### src/rtl/rd_seq_pkg.sv
package rd_seq_pkg;
  typedef enum logic [2:0] {
    ST_IDLE,
    ST_CMD,
    ST_WAIT,
    ST_WIN,
    ST_DRAIN
  } seq_state_t;
endpackage

### src/rtl/rd_addr_map.sv
module rd_addr_map #(
  parameter int ROW_W     = 13,
  parameter int BANK_W    = 3,
  parameter int COL_W     = 10,
  parameter int COL_SHIFT = 2,
  localparam int ADDR_W   = ROW_W + BANK_W + COL_W,
  localparam int MCOL_W   = COL_W + COL_SHIFT
) (
  input  logic [ADDR_W-1:0] addr,
  output logic [ROW_W-1:0]  row,
  output logic [BANK_W-1:0] bank,
  output logic [MCOL_W-1:0] col
);
  logic [COL_W-1:0] lcol;

  // Split from the top: row, then bank, then column.
  assign row  = addr[ADDR_W-1 -: ROW_W];
  assign bank = addr[COL_W +: BANK_W];
  assign lcol = addr[COL_W-1:0];

  generate
    if (COL_SHIFT == 0) begin : g_full_rate
      assign col = lcol;
    end else begin : g_half_rate
      assign col = {lcol, {COL_SHIFT{1'b0}}};
    end
  endgenerate
endmodule

### src/rtl/rd_ret_pipe.sv
module rd_ret_pipe #(
  parameter int DATA_W = 16,
  parameter int LAT    = 1
) (
  input  logic              clk,
  input  logic              rst_n,
  input  logic              in_valid,
  input  logic [DATA_W-1:0] in_data,
  output logic              out_valid,
  output logic [DATA_W-1:0] out_data
);
  generate
    if (LAT == 0) begin : g_bypass
      assign out_valid = in_valid;
      assign out_data  = in_data;
    end else begin : g_stages
      logic              v_q [LAT];
      logic [DATA_W-1:0] d_q [LAT];

      always_ff @(posedge clk) begin
        if (!rst_n) begin
          for (int i = 0; i < LAT; i++) begin
            v_q[i] <= 1'b0;
            d_q[i] <= '0;
          end
        end else begin
          v_q[0] <= in_valid;
          d_q[0] <= in_data;
          for (int i = 1; i < LAT; i++) begin
            v_q[i] <= v_q[i-1];
            d_q[i] <= d_q[i-1];
          end
        end
      end

      assign out_valid = v_q[LAT-1];
      assign out_data  = d_q[LAT-1];

      // Cycles since reset, saturating at LAT, so $past never reaches before reset.
      logic [3:0] since_rst;
      always_ff @(posedge clk) begin
        if (!rst_n) since_rst <= '0;
        else if (since_rst < 4'(LAT)) since_rst <= since_rst + 4'd1;
      end

      assert_lat_valid_R7: assert property (@(posedge clk) disable iff (!rst_n)
        (since_rst >= 4'(LAT)) |-> (out_valid == $past(in_valid, LAT)));
      assert_lat_data_R7: assert property (@(posedge clk) disable iff (!rst_n)
        (since_rst >= 4'(LAT) && out_valid) |-> (out_data == $past(in_data, LAT)));
    end
  endgenerate
endmodule

### src/rtl/rd_seq_ctrl.sv
module rd_seq_ctrl
  import rd_seq_pkg::*;
#(
  parameter int SIZE_W  = 3,
  parameter int RD_LAT  = 4,
  localparam int LAT_W  = (RD_LAT < 2) ? 1 : $clog2(RD_LAT)
) (
  input  logic              clk,
  input  logic              rst_n,
  input  logic              req_valid,
  input  logic [SIZE_W-1:0] req_size,
  output logic              req_ready,
  output logic              accept,
  output logic              cmd_rd,
  output logic              rd_win,
  input  logic              beat_in,
  output logic              busy
);
  seq_state_t        state;
  logic [SIZE_W-1:0] size_q;
  logic [LAT_W-1:0]  lat_cnt;
  logic [SIZE_W-1:0] win_cnt;
  logic [SIZE_W-1:0] ret_cnt;
  logic              last_beat;
  logic              all_back;

  assign req_ready = (state == ST_IDLE);
  assign busy      = (state != ST_IDLE);
  assign accept    = req_valid && req_ready;
  assign cmd_rd    = (state == ST_CMD);
  assign rd_win    = (state == ST_WIN);
  assign last_beat = beat_in && (ret_cnt == size_q - SIZE_W'(1));
  assign all_back  = (ret_cnt == size_q);

  always_ff @(posedge clk) begin
    if (!rst_n) begin
      ret_cnt <= '0;
    end else if (state == ST_IDLE) begin
      ret_cnt <= '0;
    end else if (beat_in && !all_back) begin
      ret_cnt <= ret_cnt + SIZE_W'(1);
    end
  end

  always_ff @(posedge clk) begin
    if (!rst_n) begin
      state   <= ST_IDLE;
      size_q  <= '0;
      lat_cnt <= '0;
      win_cnt <= '0;
    end else begin
      case (state)
        ST_IDLE: begin
          if (req_valid) begin
            size_q <= req_size;
            state  <= ST_CMD;
          end
        end
        ST_CMD: begin
          lat_cnt <= '0;
          win_cnt <= '0;
          state   <= (RD_LAT < 2) ? ST_WIN : ST_WAIT;
        end
        ST_WAIT: begin
          if (lat_cnt == LAT_W'(RD_LAT - 2)) state <= ST_WIN;
          else lat_cnt <= lat_cnt + LAT_W'(1);
        end
        ST_WIN: begin
          if (win_cnt == size_q - SIZE_W'(1)) state <= ST_DRAIN;
          else win_cnt <= win_cnt + SIZE_W'(1);
        end
        ST_DRAIN: begin
          if (all_back || last_beat) state <= ST_IDLE;
        end
        default: state <= ST_IDLE;
      endcase
    end
  end

  // Checker-side count of strobe cycles in the current window.
  logic [SIZE_W-1:0] chk_len;
  always_ff @(posedge clk) begin
    if (!rst_n) chk_len <= '0;
    else if (rd_win) chk_len <= chk_len + SIZE_W'(1);
    else chk_len <= '0;
  end

  assert_cmd_single_R3: assert property (@(posedge clk) disable iff (!rst_n)
    cmd_rd |=> !cmd_rd);
  assert_cmd_after_accept_R3: assert property (@(posedge clk) disable iff (!rst_n)
    accept |=> cmd_rd);
  assert_cmd_needs_accept_R10: assert property (@(posedge clk) disable iff (!rst_n)
    cmd_rd |-> $past(accept));
  assert_win_length_R5: assert property (@(posedge clk) disable iff (!rst_n)
    $fell(rd_win) |-> (chk_len == size_q));
  assert_no_ready_with_win_R1: assert property (@(posedge clk) disable iff (!rst_n)
    rd_win |-> !req_ready);
endmodule

### src/rtl/rd_seq_top.sv
module rd_seq_top #(
  parameter int ROW_W     = 13,
  parameter int BANK_W    = 3,
  parameter int COL_W     = 10,
  parameter int COL_SHIFT = 2,
  parameter int SIZE_W    = 3,
  parameter int DATA_W    = 16,
  parameter int RD_LAT    = 4,
  parameter int ECC_LAT   = 1,
  localparam int ADDR_W   = ROW_W + BANK_W + COL_W,
  localparam int MCOL_W   = COL_W + COL_SHIFT
) (
  input  logic              clk,
  input  logic              rst_n,
  input  logic              req_valid,
  output logic              req_ready,
  input  logic [ADDR_W-1:0] req_addr,
  input  logic [SIZE_W-1:0] req_size,
  output logic              busy,
  output logic              phy_cmd_rd,
  output logic [ROW_W-1:0]  phy_row,
  output logic [BANK_W-1:0] phy_bank,
  output logic [MCOL_W-1:0] phy_col,
  output logic              phy_rd_win,
  input  logic [DATA_W-1:0] phy_rdata,
  input  logic              phy_rvalid,
  output logic [DATA_W-1:0] lcl_rdata,
  output logic              lcl_rvalid
);
  logic              accept;
  logic [ROW_W-1:0]  m_row;
  logic [BANK_W-1:0] m_bank;
  logic [MCOL_W-1:0] m_col;

  rd_addr_map #(
    .ROW_W(ROW_W), .BANK_W(BANK_W), .COL_W(COL_W), .COL_SHIFT(COL_SHIFT)
  ) u_map (
    .addr(req_addr), .row(m_row), .bank(m_bank), .col(m_col)
  );

  always_ff @(posedge clk) begin
    if (!rst_n) begin
      phy_row  <= '0;
      phy_bank <= '0;
      phy_col  <= '0;
    end else if (accept) begin
      phy_row  <= m_row;
      phy_bank <= m_bank;
      phy_col  <= m_col;
    end
  end

  rd_seq_ctrl #(
    .SIZE_W(SIZE_W), .RD_LAT(RD_LAT)
  ) u_ctrl (
    .clk(clk), .rst_n(rst_n),
    .req_valid(req_valid), .req_size(req_size), .req_ready(req_ready),
    .accept(accept), .cmd_rd(phy_cmd_rd), .rd_win(phy_rd_win),
    .beat_in(lcl_rvalid), .busy(busy)
  );

  rd_ret_pipe #(
    .DATA_W(DATA_W), .LAT(ECC_LAT)
  ) u_ret (
    .clk(clk), .rst_n(rst_n),
    .in_valid(phy_rvalid), .in_data(phy_rdata),
    .out_valid(lcl_rvalid), .out_data(lcl_rdata)
  );

  assert_col_aligned_R2: assert property (@(posedge clk) disable iff (!rst_n)
    phy_cmd_rd |-> ((phy_col % MCOL_W'(1 << COL_SHIFT)) == '0));
  assert_addr_held_R3: assert property (@(posedge clk) disable iff (!rst_n)
    phy_rd_win |-> ($stable(phy_row) && $stable(phy_bank) && $stable(phy_col)));
  assert_reset_quiet_R9: assert property (@(posedge clk)
    !rst_n |=> (!phy_cmd_rd && !phy_rd_win && !lcl_rvalid && req_ready));
endmodule

### config.mk
export PLATFORM = sky130hd
export DESIGN_NAME = rd_seq_top
export DESIGN_NICKNAME = d
export VERILOG_FILES = /design/src/rtl/rd_seq_pkg.sv /design/src/rtl/rd_addr_map.sv /design/src/rtl/rd_ret_pipe.sv /design/src/rtl/rd_seq_ctrl.sv /design/src/rtl/rd_seq_top.sv
export SDC_FILE = /design/constraint.sdc
export NUM_CORES = 1
export LEC_CHECK = 0
export ABC_CLOCK_PERIOD_IN_PS = 3700
export BUFFER_PORTS_ARGS = -buffer_cell sky130_fd_sc_hd__buf_4
export CAP_MARGIN = 15
export CORE_UTILIZATION = 27
export DETAILED_ROUTE_END_ITERATION = 8
export PLACE_DENSITY = 0.58
export REMOVE_ABC_BUFFERS = 1
export SYNTH_ARGS = -nofsm -noshare
export SYNTH_HDL_FRONTEND = slang
export SYNTH_SLANG_ARGS = --single-unit
export TNS_END_PERCENT = 1
### constraint.sdc
create_clock -name clk -period 3.7 [get_ports clk]
set_input_delay 0.37 -clock clk [delete_from_list [all_inputs] [get_ports clk]]
set_output_delay 0.37 -clock clk [all_outputs]
set_load 0.05 [all_outputs]
==> flow_summary.ini, run 1 <==
[power_and_ir_drop]
fin_total_pwr_mw = 1.56
power_density_nw_per_um2 = 480
p_leak_nw = 1.44
peakVddDrop_mv = 0.201

[setup_path]
crit_arrival_ps = 1640
path_max_fanout = 11
worst_setup_path_start_kind = flip-flop
path_class = reg -> out
worstPathRequired_ps = 3330
r2r_slack_ps = 1760
crit_path_end_kind = output pin

[final_layout]
drive_above_1_share_pct = 36.4
layout.nets = 391
fill_cells = 870
syn_to_final_growth_pct = 40.1
layout.cells.most_common = buf_4
antenna_cells = 0
final_cell_mix = buf_4 (95), nand2_1 (66), dfxtp_1 (57), a21boi_0 (20), and2_1 (17)

[timing]
finClkSkew_ps = 6.42
fin_setup_tns_ps = 0
hold_viol = 0
final-setup-viol-count = 0
whs_ps = 240
slew_violations = 0
period_needed_ps = 2010
worstMarginPinSlew_ps = 967
slew_headroom_pct = 35.4
rsz0062_at_grt = no
fin_crit_sh_pct = 54.4
fmax_ghz = 0.497

[cts]
cts_tree = done
clock_latency_ps = 330
cts_buffers = 9
htreeDepth = 3
post_cts_resized = 0
clock_sinks = 57
cts_root_buffer = clkbuf_8
clkSlewWorstSetupHoldPaths_ps = 70
clock_path_buffers = 2
post_cts_buffers = 0
hold_buffers = 0

[outcome]
status = finished clean

[floorplan]
dieArea_um2 = 8950
ios = 98
start_util_pct = 28.0
fp-row-count = 33
coreArea_um2 = 8260
die_w_um = 94.6
die_h_um = 94.6

[logic_synthesis]
netlist.area_leader.share_pct = 49.3
ys_seq_area_share_pct = 49.3
yosysWarningCount = 0
netlist_top_cells_area = dfxtp_1 (49%), nand2_1 (11%), a21boi_0 (6.5%)
synthCells = 248
synthDistinctLibCells = 39
syn-mean-instance-area_um2 = 9.33
ys_ff_latch = 57
netlist_area_um2 = 2310
post-synth-top-area-cell = dfxtp_1

[drt]
routed_via_density = 4.29
finalWirelength_um = 5120
post_drt_wl_per_cell_um = 11.4
post-route-drc-count = 0
first_pass_iters = 4
num_vias = 1921
ant_nets = 0
drtIter0Drc = 35

[placement]
io_buffers = 95
gp_congestion = 0.730
dp_hpwl_um = 3510

[flow_run]
drv_cap = 0

[grt]
overflow = 0
grt_max_degree = 59
grt_antenna_before_repair = 0
grt_pass1_wl_um = 8390
grt_use_total_pct = 12.4
grt_pass1_vias = 1887

[worst_hold_path]
min_path_type = in -> reg
metrics by stage:
| stage | instance area [um^2] | utilization [%] | cells | worst slack, ps |
|---|---|---|---|---|
| floorplan | 2210 | - | 232 | 1770 |
| finish | 3240 | 39.3 | 448 | 1690 |
| detailed placement | 3050 | 37.0 | 432 | 1670 |
| global placement | 3050 | 37.0 | 432 | 1790 |
| global route | 3240 | 39.3 | 448 | 1510 |
| CTS | 3240 | 39.3 | 448 | 1670 |
worst max-delay path, cell delays in order, from the launching register on:
cell	delay, ps
dfxtp_1	510
or3b_2	530
inv_1	80
buf_4	190
logic make-up after synthesis:
kind of cell,share of synthesized area [%]
AOI/OAI and AO/OA,16.0
xor gates and xnor gates,4.16
muxes,1.73
DFF,49.3
and+or+nand+nor,20.8
other,0.162
adders and majority gates,2.16
buffers and inverters,5.68
registers in the layout, summed over array words and instances, names as in the netlist:
register            count
phy_bank                3
u_ctrl.lat_cnt          2
u_ctrl.ret_cnt          3
u_ret.g_stages.d_q     16
phy_row                13
u_ret.g_stages.v_q      1
phy_col                10
u_ctrl.win_cnt          3
u_ctrl.size_q           3
u_ctrl.state            3
final cells by class:
type                            instances  area (um^2)  area share [%]
Clock inverter                          5         56.3            1.74
Sequential cell                        57         1140            35.2
Timing Repair Buffer                   95          713            22.0
Clock buffer                           11          131            4.05
Multi-Input combinational cell        169         1050            32.3
Inverter                                6         22.5           0.695
Tap cell                              105          131            4.05
power by group:
part	total, mW	internal (mW)	switching [mW]
combinational	0.328	0.120	0.208
sequential	0.671	0.649	0.0220
clock	0.558	0.310	0.248
total	1.56	1.08	0.478
metal layers:
| metal | global-route usage (%) | vias up | share of wire (%) |
|---|---|---|---|
| li1 | - | 985 | - |
| met1 | 13.4 | 879 | 41 |
| met2 | 20.4 | 52 | 50 |
| met3 | 6.76 | 5 | 8.1 |
| met4 | 4.55 | 0 | 0.78 |
| met5 | 0 | - | 0 |
cells in the mapped netlist:
library cell and n:
nand2_1 66, dfxtp_1 57, a21boi_0 20, and2_1 17, a21boi_2 10, clkbuf_1 8
xnor2_1 6, inv_1 5, nor2_1 5, xor2_1 5, ha_1 4, mux2i_1 4
nand3_1 4, a31oi_1 3, buf_2 3, buf_4 3, nor2b_1 3, a22oi_1 2
buf_8 2, or3b_2 2, a21o_1 1, a31o_2 1, a32o_1 1, a41oi_1 1
and2_4 1, and3b_1 1, buf_6 1, conb_1 1, inv_2 1, nand2b_1 1
nor3_1 1, nor4_1 1, o211a_1 1, o21a_1 1, o21ai_0 1, o21bai_1 1
o41ai_1 1, or3_1 1, or3_4 1
worst paths after layout:
check,startpoint,to,cells past startpoint
setup reg to reg,u_ctrl.state[0],phy_row[10],5
setup / recovery,u_ctrl.state[0],phy_cmd_rd,3
hold / removal,phy_rvalid,u_ret.g_stages.v_q[0],2
hold reg to reg,phy_col[3],phy_col[3],2
Note: power is estimated with default switching activity, not from simulation.
==> run 2, diff against run 1 <==
ABC_CLOCK_PERIOD_IN_PS = 1600   (was 3700)
PLACE_DENSITY = 0.6   (was 0.58)
clock period = 1.6 ns   (was 3.7 ns; I/O delays follow)
==> run 2 against run 1 <==
Against the previous run: cell area up 4.1%; cell count up 2.2%; critical path depth up 1; utilization up 1.6 points; via count up 2.9%; register-to-register slack worse by 1600 ps; clock power rose to 2.5 times the previous value; setup slack worse by 1600 ps; flip-flop and latch count unchanged; clock skew down 1.9 ps; global-route usage up 0.093 points; worst hold slack worse by 220 ps; highest routed layer unchanged.
==> flow_summary.ini, run 2 (synthesis gave the netlist of run 1 again) <==
[cts]
clock_sinks = 57
clock_path_buffers = 2
clkSlewWorstSetupHoldPaths_ps = 60
hold_buffers = 0
cts_buffers = 9
htreeDepth = 3
clock_latency_ps = 340
cts_tree = done
cts_root_buffer = clkbuf_8

[power_and_ir_drop]
clkPwrFrac_pct = 37.4
switchingPower_mw = 1.10
p_int_mw = 2.66
p_comb_share_pct = 21.6
p_sw_share_pct = 29.3
p_leak_nw = 1.51
peakVddDrop_mv = 0.588
power_frac_seq_pct = 41.0
power_density_nw_per_um2 = 1110

[placement]
io_buffers = 95
dp_hpwl_um = 3720
pre_cts_ws_ps = 31.4
dp.cells = 441
gp_congestion = 0.697

[final_layout]
finalNonFillerCells = 458
largest_register = u_ret.g_stages.d_q
top_regs = u_ret.g_stages.d_q: 16 flops, phy_row: 13 flops, phy_col: 10 flops
layout.cells.most_common = buf_4
antenna_cells = 0
layout.nets = 401
syn_to_final_growth_pct = 45.8
final_cell_mix = buf_4 (102), nand2_1 (66), dfxtp_1 (56), a21boi_0 (19), and2_1 (17)
largest_reg_flops = 16
drive_above_1_share_pct = 39.4
fill_cells = 849

[drt]
ant_nets = 0
routed_via_density = 4.31
num_vias = 1976
post-route-drc-count = 0
post_drt_wl_per_cell_um = 11.5
drtIter0Drc = 60
first_pass_iters = 4
finalWirelength_um = 5280

[grt]
grt_use_total_pct = 12.5
grt_pass1_vias = 1900
grt_max_degree = 32
overflow = 0
grt_pass1_wl_um = 8310
grt_antenna_before_repair = 0

[timing]
setup_ws_ps = 57.6
period_needed_ps = 1540
final-setup-viol-count = 0
hold_viol = 0
rsz0062_at_grt = yes
slew_violations = 0
fmax_ghz = 0.648
finClkSkew_ps = 4.52
fin_crit_sh_pct = 96.4
fin_setup_tns_ps = 0

[flow_run]
drv_cap = 0

[setup_path]
crit_path_end_kind = output pin
path_cells = buf_4 > or3b_4 > inv_2 > buf_8
crit_path_max_incr_delay_ps = 380
crit_buf_inv = 3
crit_arrival_ps = 1380
path_max_fanout = 8
path_class = reg -> out
worst_setup_path_start_kind = flip-flop
cpLargestDelayFamily = simple AND/OR/NAND/NOR gates
cpMaxStageDelayCell = or3b_4
worstPathRequired_ps = 1440

[floorplan]
dieArea_um2 = 8950
coreArea_um2 = 8260
die_w_um = 94.6
start_util_pct = 28.0
die_h_um = 94.6
ios = 98
fp-row-count = 33

[worst_hold_path]
min_path_type = in -> reg

[outcome]
status = finished clean
-- run 2: layout make-up --
class | count | area, um^2 | area share (%)
Clock inverter | 2 | 35.0 | 1.04
Sequential cell | 57 | 1140 | 33.8
Inverter | 6 | 22.5 | 0.667
Timing Repair Buffer | 105 | 803 | 23.8
Tap cell | 105 | 131 | 3.89
Clock buffer | 14 | 173 | 5.11
Multi-Input combinational cell | 169 | 1070 | 31.7
-- run 2: timing repair --
action / CTS / global route
resized for setup: 6 / 5
endpoints found under the setup margin: 1 / 7
pin swaps: 1 / 1
buffers inserted: 1 / 0
-- run 2: final timing paths --
kind | from | endpoint | slack [ps] | cells past startpoint
max | u_ctrl.state[1] | phy_cmd_rd | 60 | 4
min | phy_rvalid | u_ret.g_stages.v_q[0] | 20 | 2
max reg2reg | u_ctrl.state[0] | phy_row[5] | 120 | 5
min reg2reg | phy_col[10] | phy_col[10] | 460 | 2
-- run 2: worst register-to-register path: stages, from the launching register on --
cell	delay, ps
dfxtp_2	320
or3_4	390
inv_2	80
and2_4	340
nand2_1	100
a21boi_0	170
-- run 2: power by group through the flow --
stage	clock (mW)	sequential (mW)	combinational, mW
floorplan	0	1.81	0.255
global placement	0	1.57	0.797
detailed placement	0	1.57	0.806
CTS	1.46	1.54	0.816
global route	1.52	1.55	0.874
finish	1.41	1.54	0.814
-- run 2: per-stage QoR --
stage / hold WS [ps] / util (%) / power [mW] / cell area, um^2
finish: 21.0 / 40.9 / 3.76 / 3380
global route: 6.81 / 40.9 / 3.94 / 3380
CTS: 6.40 / 40.6 / 3.82 / 3350
detailed placement: 367 / 37.8 / 2.38 / 3120
global placement: 367 / 37.8 / 2.37 / 3120
floorplan: 282 / - / 2.07 / 2210
-- run 2: routing by layer --
metal  routed length (um)  global-route usage [%]  up-vias  part of all wire [%]
met5                    0                       0        -                     0
met4                  116                    7.58        0                   2.2
met3                  381                    5.48       10                   7.2
met2                 2540                    20.2       50                    48
met1                 2250                    13.4      911                    43
li1                     -                       -     1005                     -
